===== src/rtl/ps2rx_pkg.sv =====
package ps2rx_pkg;

  localparam int unsigned FRAME_BITS = 11;
  localparam int unsigned DATA_BITS  = 8;
  localparam int unsigned BCNT_W     = $clog2(FRAME_BITS + 1);
  localparam logic [BCNT_W-1:0] PAR_POS  = BCNT_W'(DATA_BITS + 1);
  localparam logic [BCNT_W-1:0] STOP_POS = BCNT_W'(DATA_BITS + 2);
  localparam logic [DATA_BITS-1:0] TMO_BYTE = '1;

  typedef enum logic {RX_IDLE = 1'b0, RX_BUSY = 1'b1} rx_state_e;

  typedef struct packed {
    logic                 v;
    logic [DATA_BITS-1:0] byte_q;
    logic                 perr;
    logic                 tmo;
  } rx_evt_t;

  // Odd parity: the data bits plus the parity bit must hold an odd count of ones.
  function automatic logic parity_bad(input logic [DATA_BITS-1:0] d, input logic p);
    return ~(^{d, p});
  endfunction

  // LSB-first shift: new bit enters at the top and moves down.
  function automatic logic [DATA_BITS-1:0] shift_in(input logic [DATA_BITS-1:0] sh,
                                                    input logic b);
    return {b, sh[DATA_BITS-1:1]};
  endfunction

  function automatic logic is_data_pos(input logic [BCNT_W-1:0] n);
    return (n >= BCNT_W'(1)) && (n <= BCNT_W'(DATA_BITS));
  endfunction

endpackage


===== src/rtl/ps2rx_sync.sv =====
module ps2rx_sync #(
  parameter int unsigned STAGES = 2
) (
  input  logic clk,
  input  logic rst_n,
  input  logic line_clk_i,
  input  logic line_dat_i,
  output logic fall_o,
  output logic dat_o
);
  logic [STAGES-1:0] clk_sr;
  logic [STAGES-1:0] dat_sr;
  logic              clk_prev;

  always_ff @(posedge clk or negedge rst_n) begin
    if (!rst_n) begin
      clk_sr   <= '1;
      dat_sr   <= '1;
      clk_prev <= 1'b1;
    end else begin
      clk_sr   <= {clk_sr[STAGES-2:0], line_clk_i};
      dat_sr   <= {dat_sr[STAGES-2:0], line_dat_i};
      clk_prev <= clk_sr[STAGES-1];
    end
  end

  assign fall_o = clk_prev & ~clk_sr[STAGES-1];
  assign dat_o  = dat_sr[STAGES-1];

endmodule


===== src/rtl/ps2rx_timer.sv =====
module ps2rx_timer #(
  parameter int unsigned LIMIT = 600
) (
  input  logic clk,
  input  logic rst_n,
  input  logic start_i,
  input  logic run_i,
  output logic expire_o
);
  localparam int unsigned CW = $clog2(LIMIT + 1);
  localparam logic [CW-1:0] LAST = CW'(LIMIT - 1);

  logic [CW-1:0] cnt;

  always_ff @(posedge clk or negedge rst_n) begin
    if (!rst_n)                    cnt <= '0;
    else if (start_i)              cnt <= '0;
    else if (run_i && cnt != LAST) cnt <= cnt + CW'(1);
  end

  assign expire_o = run_i && (cnt == LAST);

  assert_timer_bound_R4: assert property (@(posedge clk) disable iff (!rst_n)
    cnt <= LAST);

endmodule


===== src/rtl/ps2rx_chan.sv =====
module ps2rx_chan
  import ps2rx_pkg::*;
#(
  parameter int unsigned TIMEOUT_CYC = 600
) (
  input  logic    clk,
  input  logic    rst_n,
  input  logic    en_i,
  input  logic    inhibit_n_i,
  input  logic    line_clk_i,
  input  logic    line_dat_i,
  output rx_evt_t evt_o
);
  logic             fall, sdat;
  rx_state_e        st;
  logic [BCNT_W-1:0] bcnt;
  logic [DATA_BITS-1:0] sh;
  logic             par_q;
  logic             tmo_expire;

  // named internal events
  logic start_evt, stop_evt, frame_ok, frame_drop, tmo_evt;

  ps2rx_sync #(.STAGES(2)) u_sync (
    .clk(clk), .rst_n(rst_n),
    .line_clk_i(line_clk_i), .line_dat_i(line_dat_i),
    .fall_o(fall), .dat_o(sdat)
  );

  assign start_evt  = en_i && (st == RX_IDLE) && fall && !sdat;
  assign stop_evt   = en_i && (st == RX_BUSY) && fall && (bcnt == STOP_POS);
  assign tmo_evt    = en_i && tmo_expire && !stop_evt;
  assign frame_ok   = stop_evt && sdat && inhibit_n_i;
  assign frame_drop = stop_evt && !frame_ok;

  ps2rx_timer #(.LIMIT(TIMEOUT_CYC)) u_tmr (
    .clk(clk), .rst_n(rst_n),
    .start_i(start_evt), .run_i(en_i && (st == RX_BUSY)),
    .expire_o(tmo_expire)
  );

  always_ff @(posedge clk or negedge rst_n) begin
    if (!rst_n) begin
      st    <= RX_IDLE;
      bcnt  <= '0;
      sh    <= '0;
      par_q <= 1'b0;
    end else if (!en_i) begin
      st   <= RX_IDLE;
      bcnt <= '0;
    end else if (start_evt) begin
      st   <= RX_BUSY;
      bcnt <= BCNT_W'(1);
    end else if (st == RX_BUSY) begin
      if (tmo_evt || stop_evt) begin
        st   <= RX_IDLE;
        bcnt <= '0;
      end else if (fall) begin
        if (is_data_pos(bcnt)) sh <= shift_in(sh, sdat);
        if (bcnt == PAR_POS)   par_q <= sdat;
        bcnt <= bcnt + BCNT_W'(1);
      end
    end
  end

  always_ff @(posedge clk or negedge rst_n) begin
    if (!rst_n) begin
      evt_o <= '0;
    end else begin
      evt_o.v <= 1'b0;
      if (frame_ok) begin
        evt_o.v      <= 1'b1;
        evt_o.byte_q <= sh;
        evt_o.perr   <= parity_bad(sh, par_q);
        evt_o.tmo    <= 1'b0;
      end else if (tmo_evt) begin
        evt_o.v      <= 1'b1;
        evt_o.byte_q <= TMO_BYTE;
        evt_o.perr   <= 1'b0;
        evt_o.tmo    <= 1'b1;
      end
    end
  end

  assert_bitcnt_range_R2: assert property (@(posedge clk) disable iff (!rst_n)
    (st == RX_BUSY) |-> (bcnt >= BCNT_W'(1) && bcnt <= STOP_POS));

  assert_timeout_byte_R4: assert property (@(posedge clk) disable iff (!rst_n)
    (evt_o.v && evt_o.tmo) |-> (evt_o.byte_q == TMO_BYTE && !evt_o.perr));

  assert_inhibit_drop_R7: assert property (@(posedge clk) disable iff (!rst_n)
    (evt_o.v && !evt_o.tmo) |-> $past(inhibit_n_i));

  assert_disabled_idle_R8: assert property (@(posedge clk) disable iff (!rst_n)
    !en_i |=> (st == RX_IDLE && !evt_o.v));

  assert_drop_silent_R6: assert property (@(posedge clk) disable iff (!rst_n)
    frame_drop |=> !evt_o.v);

endmodule


===== src/rtl/ps2rx_merge.sv =====
module ps2rx_merge
  import ps2rx_pkg::*;
(
  input  logic                 clk,
  input  logic                 rst_n,
  input  rx_evt_t              kb_i,
  input  rx_evt_t              ms_i,
  output logic                 valid_o,
  output logic [DATA_BITS-1:0] byte_o,
  output logic                 aux_o,
  output logic                 perr_o,
  output logic                 tmo_o
);
  rx_evt_t pend;
  logic    collide;

  assign collide = kb_i.v && ms_i.v;

  always_ff @(posedge clk or negedge rst_n) begin
    if (!rst_n) begin
      pend    <= '0;
      valid_o <= 1'b0;
      byte_o  <= '0;
      aux_o   <= 1'b0;
      perr_o  <= 1'b0;
      tmo_o   <= 1'b0;
    end else begin
      valid_o <= 1'b0;
      if (kb_i.v) begin
        valid_o <= 1'b1;
        byte_o  <= kb_i.byte_q;
        perr_o  <= kb_i.perr;
        tmo_o   <= kb_i.tmo;
        aux_o   <= 1'b0;
        if (collide) pend <= ms_i;
      end else if (pend.v) begin
        valid_o <= 1'b1;
        byte_o  <= pend.byte_q;
        perr_o  <= pend.perr;
        tmo_o   <= pend.tmo;
        aux_o   <= 1'b1;
        pend.v  <= 1'b0;
      end else if (ms_i.v) begin
        valid_o <= 1'b1;
        byte_o  <= ms_i.byte_q;
        perr_o  <= ms_i.perr;
        tmo_o   <= ms_i.tmo;
        aux_o   <= 1'b1;
      end
    end
  end

  assert_no_pend_overflow_R9: assert property (@(posedge clk) disable iff (!rst_n)
    !(pend.v && ms_i.v));

  assert_pend_drains_R9: assert property (@(posedge clk) disable iff (!rst_n)
    (pend.v && !kb_i.v) |=> (valid_o && aux_o));

  assert_kb_first_R9: assert property (@(posedge clk) disable iff (!rst_n)
    collide |=> (valid_o && !aux_o));

endmodule


===== src/rtl/ps2_frame_rx.sv =====
module ps2_frame_rx
  import ps2rx_pkg::*;
#(
  parameter int unsigned TIMEOUT_CYC = 600
) (
  input  logic       clk,
  input  logic       rst_n,
  input  logic       kbd_clk_i,
  input  logic       kbd_dat_i,
  input  logic       ms_clk_i,
  input  logic       ms_dat_i,
  input  logic       ms_en_i,
  input  logic       inhibit_n_i,
  output logic       rx_valid_o,
  output logic [7:0] rx_byte_o,
  output logic       rx_aux_o,
  output logic       rx_parity_err_o,
  output logic       rx_timeout_o
);
  localparam int unsigned NCH = 2;

  logic    [NCH-1:0] ch_en, ch_clk, ch_dat;
  rx_evt_t           ch_evt [NCH];

  assign ch_en  = {ms_en_i, 1'b1};
  assign ch_clk = {ms_clk_i, kbd_clk_i};
  assign ch_dat = {ms_dat_i, kbd_dat_i};

  for (genvar g = 0; g < NCH; g++) begin : g_ch
    ps2rx_chan #(.TIMEOUT_CYC(TIMEOUT_CYC)) u_chan (
      .clk(clk), .rst_n(rst_n),
      .en_i(ch_en[g]), .inhibit_n_i(inhibit_n_i),
      .line_clk_i(ch_clk[g]), .line_dat_i(ch_dat[g]),
      .evt_o(ch_evt[g])
    );
  end

  ps2rx_merge u_merge (
    .clk(clk), .rst_n(rst_n),
    .kb_i(ch_evt[0]), .ms_i(ch_evt[1]),
    .valid_o(rx_valid_o), .byte_o(rx_byte_o), .aux_o(rx_aux_o),
    .perr_o(rx_parity_err_o), .tmo_o(rx_timeout_o)
  );

  assert_tmo_ff_R4: assert property (@(posedge clk) disable iff (!rst_n)
    (rx_valid_o && rx_timeout_o) |-> (rx_byte_o == 8'hFF));

  assert_aux_needs_mouse_R8: assert property (@(posedge clk) disable iff (!rst_n)
    (rx_valid_o && rx_aux_o) |-> $past(ms_en_i));

endmodule


===== config.mk =====
export PLATFORM = sky130hd
export DESIGN_NAME = ps2_frame_rx
export DESIGN_NICKNAME = d
export VERILOG_FILES = /design/src/rtl/ps2rx_pkg.sv /design/src/rtl/ps2rx_sync.sv /design/src/rtl/ps2rx_timer.sv /design/src/rtl/ps2rx_chan.sv /design/src/rtl/ps2rx_merge.sv /design/src/rtl/ps2_frame_rx.sv
export SDC_FILE = /design/constraint.sdc
export NUM_CORES = 1
export LEC_CHECK = 0
export ABC_AREA = 1
export CORE_ASPECT_RATIO = 0.8
export CORE_UTILIZATION = 45
export CTS_BUF_LIST = sky130_fd_sc_hd__clkbuf_16
export DETAILED_ROUTE_END_ITERATION = 8
export PLACE_DENSITY = 0.74
export SLEW_MARGIN = 0
export SYNTH_ARGS = -nofsm -noshare
export SYNTH_HDL_FRONTEND = slang
export SYNTH_HIERARCHICAL = 1
export SYNTH_SLANG_ARGS = --single-unit

===== constraint.sdc =====
create_clock -name clk -period 2.4 [get_ports clk]
set_input_delay 0.6 -clock clk [delete_from_list [all_inputs] [get_ports clk]]
set_output_delay 0.6 -clock clk [all_outputs]
set_load 0.01 [all_outputs]

==> results <==
- The flow ran to the end, but the final reports show violations.
- The final reports fail on design-rule violations.
- Yosys mapped a number of flops with a built-in enable equal to 0.
- CTS placed an instance of sky130_fd_sc_hd__clkbuf_16 at the clock tree root.
- The depth of the most critical reg-to-reg path is 10.
- Counting flops with an async set or reset pin after synthesis yields a share of 100%.
- Along the worst path, the maximum fanout reaches 10.
- The worst-case IR drop observed on VDD is 0.371 mV.
- The cell accounting for the most synthesized area is sky130_fd_sc_hd__dfrtp_1.
- Across the run, the number of max-cap violations was 0.
- The upper clock frequency limit is 522 MHz.
- The final max-slew violation count came to 0.
- The starting utilization of the core area is 46.8%.
- The detail-routed net length per standard cell is 12.5 um.
- The net count of the finished layout is 719.
- The H-tree was split into 3 levels.
- The first-pass iteration count of the detailed router is 9.
- The overflow left after global routing is 0.
- The TritonCTS sink count is 103.
- In the post-synthesis netlist, the biggest area contributors are sky130_fd_sc_hd__dfrtp_1 (43%), sky130_fd_sc_hd__nand2_1 (16%), sky130_fd_sc_hd__nand3_1 (5.5%).
- The via count of the first global-routing pass came to 4116.
- The later pin in the worst-skew pair is clocked with a latency of 0.35 ns.
- After clock tree synthesis, the setup repair step added 0 buffers.
- The required time of the critical path is 2.64 ns.
- The maximum number of pins on one net before global-route repair is 40.
- The critical path class is reg -> reg.
- For this design the ratio of total power to cell area is 633 mW/mm^2.
- Dividing the detail-routed via count by the number of cells gives 5.19.
- The most instantiated library cell after synthesis is sky130_fd_sc_hd__nand2_1.
- The launching instance or port of the critical path is g_ch[0].u_chan/u_tmr/cnt[0].
- After detailed routing, the number of remaining DRC violations is 2.
- The cell repeated most along the worst path is sky130_fd_sc_hd__nand2_1.
- After legalization and detailed placement, the total HPWL measured 7710 um.
- At the placement stage, the worst setup path has a slack of 0.224 ns.
- 20 I/O pins were placed.
- Counting the fill cells in the layout gives 1044.
- The post-synthesis instance area is 0.00546 mm^2.
- Summing over every cut layer, the via total after detailed routing is 4435.
- The count of standard-cell rows is 35.
- After floorplanning, the core was sized to cover 0.0116 mm^2.
- The vertical die dimension is 100 um.
- The post-route netlist has 13.2% of its cells at a drive strength greater than 1.
- The number of nets with antenna violations after routing is 0.
- The reported leakage power is 3.20 nW.
- Counting both buffers and inverters, the worst setup path holds a total of 0.
- The cell family with the largest share of critical-path delay is simple AND/OR/NAND/NOR gates.
- The startpoint kind of the worst setup timing path is a flop.
- The proportion of netlist area held by the largest area contributor is 42.7%.
- The average size of a mapped cell is 8.10 um^2.
- The count of inserted antenna diode cells is 0.
- The final number of hold-violating endpoints is 0.
- In this run the tightest slew margin relative to its limit is 65.6%.
- The clock arrives with 0.00730 ns of skew.
- The quantity of gates resized following cts is 0.
- In this run the critical register-to-register path is launched from g_ch[0].u_chan/u_tmr/cnt[0].
- TritonCTS built the clock tree.
- The clock slew seen by the registers of the worst setup and hold paths is 0.07 ns.
- The number of antenna violations at the first check in global routing is 0.
- The commonest cells after synthesis are sky130_fd_sc_hd__nand2_1 (239), sky130_fd_sc_hd__dfrtp_1 (93), sky130_fd_sc_hd__nand3_1 (60).
- The die extent in x is 125 um.
- Data arrives at the worst endpoint at 2.15 ns.
- The worst-case clock buffer depth is 2.
- The critical-path cell with the highest stage delay is sky130_fd_sc_hd__dfrtp_1.
- The final sum of negative setup slack is 0 ns.
- The CTS buffer count is 9.
- For this block, the routed nets add up to 10700 um of wire.
- The prevailing post-synth register cell is sky130_fd_sc_hd__dfrtp_1.
- The number of nets handed over by synthesis was 692.
- The slack of the critical path is 0.485 ns.
- Relative to the synthesized area, the layout overhead comes to 12.7%.
- In the global route stage, overall resource usage came out at 18.5%.
- During placement, the flow inserted port buffers numbering 19.
- The placer congestion estimate is 0.847.
- The kind of end point of the critical path is a flop.
- The distinct cell type count of the synthesized netlist is 39.
- On the worst path, the slowest cell contributes a delay of 0.42 ns.
- The area of the die is 0.0126 mm^2.
- The final critical path time including I/O delays and setup is 1.92 ns.
- The fraction of the yosys area taken by sequential cells is 47.5%.
- The first global-routing pass estimated 18700 um of wire.
- The completed layout was analyzed and its total power is 3.89 mW.
- The transition time at the pin with the least slew margin is 0.515 ns.
- The cell count after synthesis is 674.
- The worst hold path belongs to the class in -> async.
- The Yosys step of the flow raised 6 warnings.
- Setup repair after global routing left no endpoint under its margin.
- The worst setup slack for register-to-register paths is 0.48 ns.
- The initial DRC count is 298.
- The hold-fix buffer count after cts is 0.
- The final clock period utilization by the worst path is 79.8%.
- The endpoint identified for the worst register-to-register timing path is g_ch[0].u_chan/sh[4].
- Setup violations remaining at the end of the flow were counted as 0.
- Walking the worst path, the cells encountered are ha_1 -> nand2_1 -> nor2_2 -> nand3_2 -> nor2_1 -> nand2_1 -> nand4_4 -> nor2_4 -> nand2_1 -> nand2_1.
- The synthesis-stage register bit count is 103.
-- cells in the final DEF, fill, tap and decap left out, drive strengths merged, types with 11 or more instances in the layout --
cell type / count
nand2: 254
dfrtp: 93
inv: 69
nand3: 66
nor2: 63
o21ai: 29
nand4: 21
clkdlybuf4s50: 18
or2: 12
a21oi: 11
-- worst max-delay path by stage --
| stage | to | slack (ns) | cells after the start |
|---|---|---|---|
| 3_3_place_gp | g_ch[1].u_chan/sh[4] | 0.28 | 11 |
| 4_1_cts | g_ch[0].u_chan/sh[1] | 0.50 | 10 |
| 5_1_grt | g_ch[0].u_chan/sh[6] | 0.29 | 10 |
| 6_report | g_ch[0].u_chan/sh[4] | 0.48 | 10 |
| 2_1_floorplan | g_ch[1].u_chan/sh[6] | 0.64 | 12 |
| 3_5_place_dp | g_ch[1].u_chan/sh[2] | 0.22 | 11 |
-- report_power, final --
part | switching, mW | internal (mW)
Combinational | 0.234 | 0.124
Sequential | 0.0829 | 1.82
Clock | 0.625 | 1.01
-- layer usage --
metal  GRT usage, %  wire, um  up-vias  part of all wire, %
li1               -         -     2187                    -
met1           23.5      5000     2118                   47
met2           31.2      4990      116                   47
met3           4.03       500       14                  4.7
met4           6.85       155        0                  1.5
met5              0         0        -                    0
-- logic make-up after synthesis --
logic type,after synthesis,share of synthesized area (%)
and+or+nand+nor,417,35.8
DFF,103,47.5
buffers and inverters,82,6.51
AOI/OAI and AO/OA,53,6.56
adders and majority gates,10,2.29
xor gates and xnor gates,8,1.28
other,1,0.0687
-- cell type report --
class | instances | area, um^2 | area share (%)
Clock buffer | 9 | 225 | 3.66
Clock inverter | 7 | 114 | 1.85
Inverter | 72 | 283 | 4.60
Multi-Input combinational cell | 489 | 2510 | 40.8
Sequential cell | 103 | 2590 | 42.1
Tap cell | 148 | 185 | 3.01
Timing Repair Buffer | 26 | 240 | 3.91
-- per-stage QoR --
| stage | utilization [%] | hold WS (ns) | cell area, um^2 | instances |
|---|---|---|---|---|
| floorplan | - | 0.304 | 5460 | 674 |
| global placement | 49.9 | 0.347 | 5810 | 838 |
| detailed placement | 49.9 | 0.349 | 5810 | 838 |
| CTS | 52.8 | 0.237 | 6150 | 854 |
| global route | 52.8 | 0.257 | 6150 | 854 |
| finish | 52.8 | 0.215 | 6150 | 854 |
-- sequential cells by signal (all words and copies together), names as in the netlist, 4 cells and up --
register	cells
g_ch.u_chan/u_sync/clk_sr	4
g_ch.u_chan/u_tmr/cnt	20
u_merge/byte_o	8
g_ch.u_chan/u_sync/dat_sr	4
g_ch.u_chan/sh	16
g_ch.u_chan/bcnt	8
u_merge/pend	11
g_ch.u_chan/evt_o	22
Power figures use the tool's default switching activity.
